`config.mk`:
```
export PLATFORM = sky130hd
export DESIGN_NAME = rvb_addr_gen
export DESIGN_NICKNAME = d
export VERILOG_FILES = /design/src/rtl/rvb_pkg.sv /design/src/rtl/rvb_area_regs.sv /design/src/rtl/rvb_tap_offsets.sv /design/src/rtl/rvb_mod_seq.sv /design/src/rtl/rvb_addr_gen.sv
export SDC_FILE = /design/constraint.sdc
export NUM_CORES = 2
export LEC_CHECK = 0
export BUFFER_PORTS_ARGS = -buffer_cell sky130_fd_sc_hd__buf_4
export CAP_MARGIN = 40
export CORE_AREA = 4 4 377 379
export CTS_CLUSTER_SIZE = 28
export DETAILED_ROUTE_END_ITERATION = 8
export DIE_AREA = 0 0 381 383
export SLEW_MARGIN = 15
export SYNTH_ARGS = -nofsm -noshare
export SYNTH_HDL_FRONTEND = slang
export SYNTH_SLANG_ARGS = --single-unit
```
`constraint.sdc`:
```
create_clock -name clk -period 5.42 [get_ports clk]
set_clock_uncertainty 0.05 [all_clocks]
set_input_delay 0.542 -clock clk [delete_from_list [all_inputs] [get_ports clk]]
set_output_delay 0.542 -clock clk [all_outputs]
set_load 0.005 [all_outputs]
```
`src/rtl/rvb_pkg.sv`:
```
package rvb_pkg;

  localparam int ACC_TAPS     = 8;
  localparam int IIR_DST_TAPS = 4;
  localparam int IIR_SRC_TAPS = 4;
  localparam int MIX_TAPS     = 4;
  localparam int FB_TAPS      = MIX_TAPS;

  localparam int BASE_TAPS = ACC_TAPS + IIR_DST_TAPS + IIR_SRC_TAPS + MIX_TAPS;
  localparam int TAPS      = BASE_TAPS + FB_TAPS;
  localparam int MIX_FIRST = ACC_TAPS + IIR_DST_TAPS + IIR_SRC_TAPS;

  typedef enum logic [1:0] {
    ST_IDLE   = 2'd0,
    ST_LOAD   = 2'd1,
    ST_DIV    = 2'd2,
    ST_COMMIT = 2'd3
  } rvb_state_e;

endpackage

```
`src/rtl/rvb_area_regs.sv`:
```
module rvb_area_regs #(
  parameter int ADDR_W   = 20,
  parameter int CORE_IDX = 0
) (
  input  logic              clk,
  input  logic              rst_n,
  input  logic              start_we,
  input  logic [ADDR_W-1:0] start_wdata,
  input  logic              end_we,
  input  logic [ADDR_W-1:0] end_wdata,
  output logic [ADDR_W-1:0] area_lo,
  output logic [ADDR_W-1:0] area_hi,
  output logic [ADDR_W-1:0] area_size
);

  localparam logic [ADDR_W-1:0] LO_RST = ADDR_W'(32'h000E_FFF8 + 32'h0001_0000 * CORE_IDX);
  localparam logic [ADDR_W-1:0] HI_RST = ADDR_W'(32'h000E_FFFF + 32'h0001_0000 * CORE_IDX);

  // size wraps modulo 2^ADDR_W; a full-memory area therefore reads as zero
  function automatic logic [ADDR_W-1:0] span(input logic [ADDR_W-1:0] lo,
                                             input logic [ADDR_W-1:0] hi);
    return hi - lo + ADDR_W'(1);
  endfunction

  always_ff @(posedge clk) begin
    if (!rst_n) begin
      area_lo <= LO_RST;
      area_hi <= HI_RST;
    end else begin
      if (start_we) area_lo <= start_wdata;
      if (end_we)   area_hi <= end_wdata;
    end
  end

  assign area_size = span(area_lo, area_hi);

endmodule

```
`src/rtl/rvb_tap_offsets.sv`:
```
module rvb_tap_offsets
  import rvb_pkg::*;
#(
  parameter int OFS_W = 20,
  parameter int OW    = OFS_W + 1
) (
  input  logic [BASE_TAPS-1:0][OFS_W-1:0] base_ofs,
  input  logic [OFS_W-1:0]                fb_ofs_a,
  input  logic [OFS_W-1:0]                fb_ofs_b,
  output logic [TAPS-1:0][OW-1:0]         tap_ofs
);

  function automatic logic [OW-1:0] widen(input logic [OFS_W-1:0] v);
    return {{(OW-OFS_W){v[OFS_W-1]}}, v};
  endfunction

  // exact signed difference, one bit wider than the operands
  function automatic logic [OW-1:0] fb_diff(input logic [OFS_W-1:0] mix,
                                            input logic [OFS_W-1:0] shared);
    return widen(mix) - widen(shared);
  endfunction

  for (genvar i = 0; i < BASE_TAPS; i++) begin : g_base
    assign tap_ofs[i] = widen(base_ofs[i]);
  end

  for (genvar k = 0; k < FB_TAPS; k++) begin : g_fb
    logic [OFS_W-1:0] shared;
    if (k < FB_TAPS / 2) begin : g_set_a
      assign shared = fb_ofs_a;
    end else begin : g_set_b
      assign shared = fb_ofs_b;
    end
    assign tap_ofs[BASE_TAPS+k] = fb_diff(base_ofs[MIX_FIRST+k], shared);
  end

endmodule

```
`src/rtl/rvb_mod_seq.sv`:
```
module rvb_mod_seq #(
  parameter int MW = 21,
  parameter int DW = 20
) (
  input  logic          clk,
  input  logic          rst_n,
  input  logic          go,
  input  logic [MW-1:0] dividend,
  input  logic [DW-1:0] divisor,
  output logic [DW-1:0] rem,
  output logic          done
);

  localparam int CW = $clog2(MW + 1);

  logic [MW-1:0] quo_sh;
  logic [DW:0]   part;
  logic [CW-1:0] steps_left;
  logic          active;

  // one restoring step: shift in the next dividend bit, subtract if it fits
  function automatic logic [DW:0] rem_step(input logic [DW:0]   r,
                                           input logic          nbit,
                                           input logic [DW-1:0] d);
    logic [DW:0] t;
    t = {r[DW-1:0], nbit};
    if (t >= {1'b0, d}) return t - {1'b0, d};
    return t;
  endfunction

  always_ff @(posedge clk) begin
    if (!rst_n) begin
      quo_sh     <= '0;
      part       <= '0;
      steps_left <= '0;
      active     <= 1'b0;
      done       <= 1'b0;
    end else if (go) begin
      quo_sh     <= dividend;
      part       <= '0;
      steps_left <= CW'(MW);
      active     <= 1'b1;
      done       <= 1'b0;
    end else if (active) begin
      part       <= rem_step(part, quo_sh[MW-1], divisor);
      quo_sh     <= quo_sh << 1;
      steps_left <= steps_left - CW'(1);
      if (steps_left == CW'(1)) begin
        active <= 1'b0;
        done   <= 1'b1;
      end else begin
        done   <= 1'b0;
      end
    end else begin
      done <= 1'b0;
    end
  end

  assign rem = part[DW-1:0];

endmodule

```
`src/rtl/rvb_addr_gen.sv`:
```
module rvb_addr_gen
  import rvb_pkg::*;
#(
  parameter int ADDR_W   = 20,
  parameter int OFS_W    = 20,
  parameter int CORE_IDX = 0
) (
  input  logic                            clk,
  input  logic                            rst_n,
  input  logic                            start_we,
  input  logic [ADDR_W-1:0]               start_wdata,
  input  logic                            end_we,
  input  logic [ADDR_W-1:0]               end_wdata,
  input  logic                            ofs_wr,
  input  logic [BASE_TAPS-1:0][OFS_W-1:0] base_ofs,
  input  logic [OFS_W-1:0]                fb_ofs_a,
  input  logic [OFS_W-1:0]                fb_ofs_b,
  output logic                            busy,
  output logic [TAPS-1:0][ADDR_W-1:0]     tap_addr
);

  localparam int OW    = OFS_W + 1;
  localparam int PW    = ((ADDR_W > OW) ? ADDR_W : OW) + 2;
  localparam int IDX_W = $clog2(TAPS);
  localparam logic [IDX_W-1:0] LAST_IDX = IDX_W'(TAPS - 1);

  // magnitude of a signed offset; the most negative value maps to 2^(OW-1)
  function automatic logic [OW-1:0] ofs_mag(input logic [OW-1:0] v);
    logic [OW-1:0] neg;
    neg = ~v + OW'(1);
    return v[OW-1] ? neg : v;
  endfunction

  // circular placement of start+offset inside [lo, hi], given |offset| mod size
  function automatic logic [ADDR_W-1:0] wrap_tap(input logic [ADDR_W-1:0] lo,
                                                 input logic [ADDR_W-1:0] hi,
                                                 input logic [OW-1:0]     ofs,
                                                 input logic [ADDR_W-1:0] r);
    logic signed [PW-1:0] lo_s, hi_s, pos;
    lo_s = $signed({{(PW-ADDR_W){1'b0}}, lo});
    hi_s = $signed({{(PW-ADDR_W){1'b0}}, hi});
    pos  = lo_s + $signed({{(PW-OW){ofs[OW-1]}}, ofs});
    if (pos > hi_s)      return lo + r;
    else if (pos < lo_s) return (r == '0) ? lo : (hi + ADDR_W'(1) - r);
    else                 return pos[ADDR_W-1:0];
  endfunction

  // area registers
  logic [ADDR_W-1:0] area_lo, area_hi, area_size;

  rvb_area_regs #(
    .ADDR_W   (ADDR_W),
    .CORE_IDX (CORE_IDX)
  ) u_area (
    .clk         (clk),
    .rst_n       (rst_n),
    .start_we    (start_we),
    .start_wdata (start_wdata),
    .end_we      (end_we),
    .end_wdata   (end_wdata),
    .area_lo     (area_lo),
    .area_hi     (area_hi),
    .area_size   (area_size)
  );

  // per-tap signed offsets, feedback taps derived
  logic [TAPS-1:0][OW-1:0] all_ofs;

  rvb_tap_offsets #(
    .OFS_W (OFS_W),
    .OW    (OW)
  ) u_ofs (
    .base_ofs (base_ofs),
    .fb_ofs_a (fb_ofs_a),
    .fb_ofs_b (fb_ofs_b),
    .tap_ofs  (all_ofs)
  );

  // control state
  rvb_state_e                  state;
  logic [IDX_W-1:0]            idx;
  logic [ADDR_W-1:0]           snap_lo, snap_hi, snap_size;
  logic [ADDR_W-1:0]           last_size;
  logic                        dirty_q;
  logic [OW-1:0]               ofs_q;
  logic [TAPS-1:0][ADDR_W-1:0] shadow;

  // named internal events
  logic              trigger, pass_start, zero_skip, tap_wr, commit;
  logic [ADDR_W-1:0] tap_wr_addr;
  logic              div_go, div_done;
  logic [ADDR_W-1:0] div_rem;

  assign trigger    = (state == ST_IDLE) && (dirty_q || (area_size != last_size));
  assign zero_skip  = trigger && (area_size == '0);
  assign pass_start = trigger && (area_size != '0);
  assign div_go     = (state == ST_LOAD);
  assign tap_wr     = (state == ST_DIV) && div_done;
  assign commit     = (state == ST_COMMIT);
  assign busy       = (state != ST_IDLE);

  rvb_mod_seq #(
    .MW (OW),
    .DW (ADDR_W)
  ) u_mod (
    .clk      (clk),
    .rst_n    (rst_n),
    .go       (div_go),
    .dividend (ofs_mag(all_ofs[idx])),
    .divisor  (snap_size),
    .rem      (div_rem),
    .done     (div_done)
  );

  assign tap_wr_addr = wrap_tap(snap_lo, snap_hi, ofs_q, div_rem);

  // dirty flag: a strobe wins over the clear on evaluation
  always_ff @(posedge clk) begin
    if (!rst_n)       dirty_q <= 1'b0;
    else if (ofs_wr)  dirty_q <= 1'b1;
    else if (trigger) dirty_q <= 1'b0;
  end

  always_ff @(posedge clk) begin
    if (!rst_n) begin
      state     <= ST_IDLE;
      idx       <= '0;
      snap_lo   <= '0;
      snap_hi   <= '0;
      snap_size <= '0;
      last_size <= '0;
      ofs_q     <= '0;
      shadow    <= '0;
      tap_addr  <= '0;
    end else begin
      if (trigger) last_size <= area_size;
      unique case (state)
        ST_IDLE: begin
          if (pass_start) begin
            snap_lo   <= area_lo;
            snap_hi   <= area_hi;
            snap_size <= area_size;
            idx       <= '0;
            state     <= ST_LOAD;
          end
        end
        ST_LOAD: begin
          ofs_q <= all_ofs[idx];
          state <= ST_DIV;
        end
        ST_DIV: begin
          if (div_done) begin
            shadow[idx] <= tap_wr_addr;
            if (idx == LAST_IDX) begin
              state <= ST_COMMIT;
            end else begin
              idx   <= idx + IDX_W'(1);
              state <= ST_LOAD;
            end
          end
        end
        ST_COMMIT: begin
          tap_addr <= shadow;
          state    <= ST_IDLE;
        end
        default: state <= ST_IDLE;
      endcase
    end
  end

endmodule

```
==> metrics.md <==
| Metric | Value |
|---|---|
| CTS max path bufs | 3 |
| Drt drc | 0 |
| CP endpoint kind | register |
| Status | completed |
| Worst-Margin Slew | 1.39 ns |
| VDD IR max | 436 uV |
| Final setup margin | 0.108 ns |
| M1 GR Usage | 37.2% |
| Placement Setup Slack | -0.457 ns |
| Arrival time at the worst endpoint | 5.84 ns |
| Post-synthesis sequential element count | 1,157 |
| Initial antenna violation count | 17 |
| Synthesized cell area | 54,600 um^2 |
| Worst hold start | start_wdata[18] |
| R2r worst-path depth | 28 |
| Setup TNS | 0 ns |
| Cell depth of the worst hold path | 3 |
| Worst-Skew Late Latency | 0.73 ns |
| EDFF count, synth | 0 |
| Simple-Gate Fraction of Synth Area | 15.2% |
| Clock-pin slew on the worst setup and hold paths | 0.06 ns |
| XOR/XNOR share of the synthesized area | 2.54% |
| Clock sink count | 1,157 |
| Crit-path max cell delay | 0.34 ns |
| Final Non-Filler Cells | 9,337 |
| Largest family of logic cells by synthesized area | compound AO/OA/AOI/OAI gates |
| Vias/cell | 5.64 |
| First-pass detailed-route iteration total | 6 |
| Post-route cell area | 69,800 um^2 |
| FFs w/ async S/R, synth | 0% |
| Seq/Total Area, Yosys | 42.4% |
| Routed wire length | 236 mm |
| Cell variety after synth | 102 |
| Hold Fails Final Rpt | 0 |
| CP max-delay cell | fa_2 |
| Pleak | 27.8 nW |
| Fin util | 50.3% |
| Pin count of the biggest net entering global routing | 228 |
| Vias in the first global route | 50,100 |
| CTS buffer count | 116 |
| Full die area | 146,000 um^2 |
| Inst Count DP | 9,050 |
| Layout area overhead | 28.0% |
| NumNets Final | 8,179 |
| Total Power | 27.2 mW |
| Placer Congestion | 0.969 |
| Crit path time final | 5.31 ns |
| Die width | 381 um |
| Worst Hold Path EP | u_area.area_lo[18] |
| HPWL Detailed | 178 mm |
| MaxCap Viol Count | 0 |
| Routed len/inst | 25.2 um |
| Congestion Overflow GR | 0 |
| Most used DFF post-synth | dfxtp_1 |
| Buffers added on ports | 965 |
| Global-route layer with the greatest usage | met2 |
| Flop2flop setup slack | 0.11 ns |
| Reg2reg start | snap_lo[0] |
| Most used cell, CP | a21oi_2 |
| Floorplan row count | 137 |
| DP Area | 64,800 um^2 |
| Final Cycle Share | 98.0% |
| Syn Nets | 7,313 |
| Die Y | 383 um |
| Synth Area in Compound Gates | 23.4% |
| Initial DRC count | 4,297 |
| Crit Path Class | reg -> reg |
| Initial Util | 39.3% |
| Core ar. | 139,000 um^2 |
| Via count | 52,600 |
| Worst hold path class | in -> reg |
| Antenna Nets Post-Route | 0 |
| Final setup fails | 0 |
| R2r endpoint | shadow[397] |
| Met2 usage | 52.1% |
| Syn Area/Cell | 8.32 um^2 |
| Fmax | 0.188 GHz |
| Adder-Cell Fraction of Synth Area | 6.25% |
| Power density over the cells | 390 nW/um^2 |
| Ports | 966 |
| RSZ-0062 raised after global routing | yes |
| Yosys warnings | 0 |
| CTS root buf | clkbuf_16 |
| Fraction of layout cells with a size suffix above 1 | 22.0% |
| CP startpoint kind | register |
| Met3 global-route usage | 3.65% |
| Multiplexer share of the synthesized area | 5.09% |
| Worst Path Max Fanout | 6 |
| H-tree Lvls | 3 |
| First-pass GRT wire length | 335 mm |
| Rel. slew slack | 7.29% |
| Required time of the critical path | 5.94 ns |
| Max Slew Vio Count | 0 |
| Hold WS | 0.0670 ns |
| Total track usage | 30.4% |
| Cell count after synthesis | 6,561 |
| TritonCTS clock tree | done |
## repair_timing
action	in CTS	in global routing
cloned	0	8
pin swaps	2	22
hold endpoints to repair	40	0
hold buffers	40	0
setup buffers	6	14
resized for setup	11	62
endpoints found under the setup margin	452	477
## sequential cells by signal, summed over array words and instances, names as in the netlist, 2 cells and up
name and cells:
idx 5, last_size 20, ofs_q 21, shadow 480
snap_hi 20, snap_lo 20, snap_size 20, state 2
tap_addr 480, u_area.area_hi 20, u_area.area_lo 20, u_mod.part 20
u_mod.quo_sh 21, u_mod.steps_left 5
## worst max path at each step
stage               start          end  slack [ns]  cells after the start
6_report       snap_lo[0]  shadow[397]        0.11                     28
5_1_grt        snap_lo[0]  shadow[397]       -0.06                     28
4_1_cts        snap_lo[0]  shadow[164]        0.04                     27
3_5_place_dp   snap_lo[0]  shadow[464]       -0.46                     24
3_3_place_gp   snap_lo[0]  shadow[345]       -0.45                     25
2_1_floorplan  snap_lo[0]  shadow[128]        0.25                     26
## power breakdown
| group | internal [mW] | switching, mW |
|---|---|---|
| clock | 4.74 | 3.49 |
| sequential | 8.70 | 0.212 |
| combinational | 4.03 | 6.04 |
## synth_stat cells, types with 15 or more instances
| cell | n | share of area [%] |
|---|---|---|
| o22ai_1 | 38 | 0.44 |
| a211oi_1 | 189 | 2.6 |
| nand3_1 | 100 | 0.92 |
| or2_2 | 17 | 0.19 |
| and3_1 | 21 | 0.24 |
| o211ai_1 | 50 | 0.69 |
| buf_2 | 58 | 0.53 |
| o21ai_0 | 453 | 4.2 |
| buf_1 | 37 | 0.25 |
| ha_1 | 258 | 5.9 |
| nor2_1 | 356 | 2.4 |
| xnor2_1 | 90 | 1.4 |
| dfxtp_1 | 1157 | 42 |
| o31ai_1 | 78 | 1.1 |
| o21a_1 | 42 | 0.58 |
| mux4_2 | 87 | 3.6 |
| nor4_1 | 16 | 0.18 |
| clkbuf_1 | 404 | 2.8 |
| nand4_1 | 17 | 0.19 |
| a22oi_1 | 33 | 0.45 |
| nor3_1 | 70 | 0.64 |
| nor2b_1 | 44 | 0.50 |
| nand2b_1 | 25 | 0.29 |
| or3_1 | 20 | 0.23 |
| inv_1 | 194 | 1.3 |
| and2_1 | 15 | 0.17 |
| a31oi_1 | 108 | 1.2 |
| a21o_1 | 53 | 0.73 |
| xor2_1 | 58 | 0.93 |
| mux2i_1 | 63 | 1.2 |
| a21oi_1 | 904 | 8.3 |
| a221oi_1 | 17 | 0.27 |
| nand2_1 | 1243 | 8.6 |
## cell type report
| cell class | instances | area [um^2] |
|---|---|---|
| multi-input cells | 4703 | 29200 |
| flip-flops and latches | 1157 | 23200 |
| fillers | 13500 | 69000 |
| well taps | 1807 | 2260 |
| diodes | 11 | 27.5 |
| inverters | 195 | 739 |
| repair buffers | 1254 | 10500 |
| clock buffers | 169 | 3360 |
| clock inverters | 41 | 568 |
## kinds of logic after synthesis
logic type,Yosys count
AOI/OAI and AO/OA,2135
and+or+nand+nor,1985
DFF,1157
buffers and inverters,701
adders and majority gates,267
muxes,164
xor gates and xnor gates,152
## cell usage in the layout (no fill, tap or decap), drive strengths merged, types with 42 or more instances in the layout
| cell type | Yosys | final |
|---|---|---|
| dfxtp | 1157 | 1157 |
| a211oi | 189 | 189 |
| xor2 | 58 | 58 |
| a21oi | 905 | 905 |
| o31ai | 79 | 79 |
| ha | 258 | 258 |
| buf | 102 | 1208 |
| inv | 194 | 198 |
| mux2i | 63 | 63 |
| o211ai | 50 | 50 |
| nor2 | 356 | 356 |
| nand3 | 101 | 101 |
| o21ai | 459 | 459 |
| a21o | 53 | 53 |
| mux4 | 89 | 89 |
| nor2b | 45 | 45 |
| nand2 | 1244 | 1244 |
| nor3 | 71 | 71 |
| o21a | 42 | 42 |
| a31oi | 109 | 109 |
| xnor2 | 90 | 90 |
| clkbuf | 404 | 175 |
## worst max-delay path: cells and delay by family (launching register included)
family,cells,cell delay [ns]
xor+xnor,1,0.14
flops,1,0.33
fa+ha+maj,3,0.77
compound gates,19,3.17
simple gates,1,0.09
buf+inv,4,0.63
## layer usage
metal  share of wire [%]  vias to the layer above
met5               0.015                        -
met4                 6.1                        6
met3                 5.2                      403
met2                  48                     1950
met1                  40                    25400
li1                    -                    24900
No activity file was read; power rests on OpenSTA's default activity.
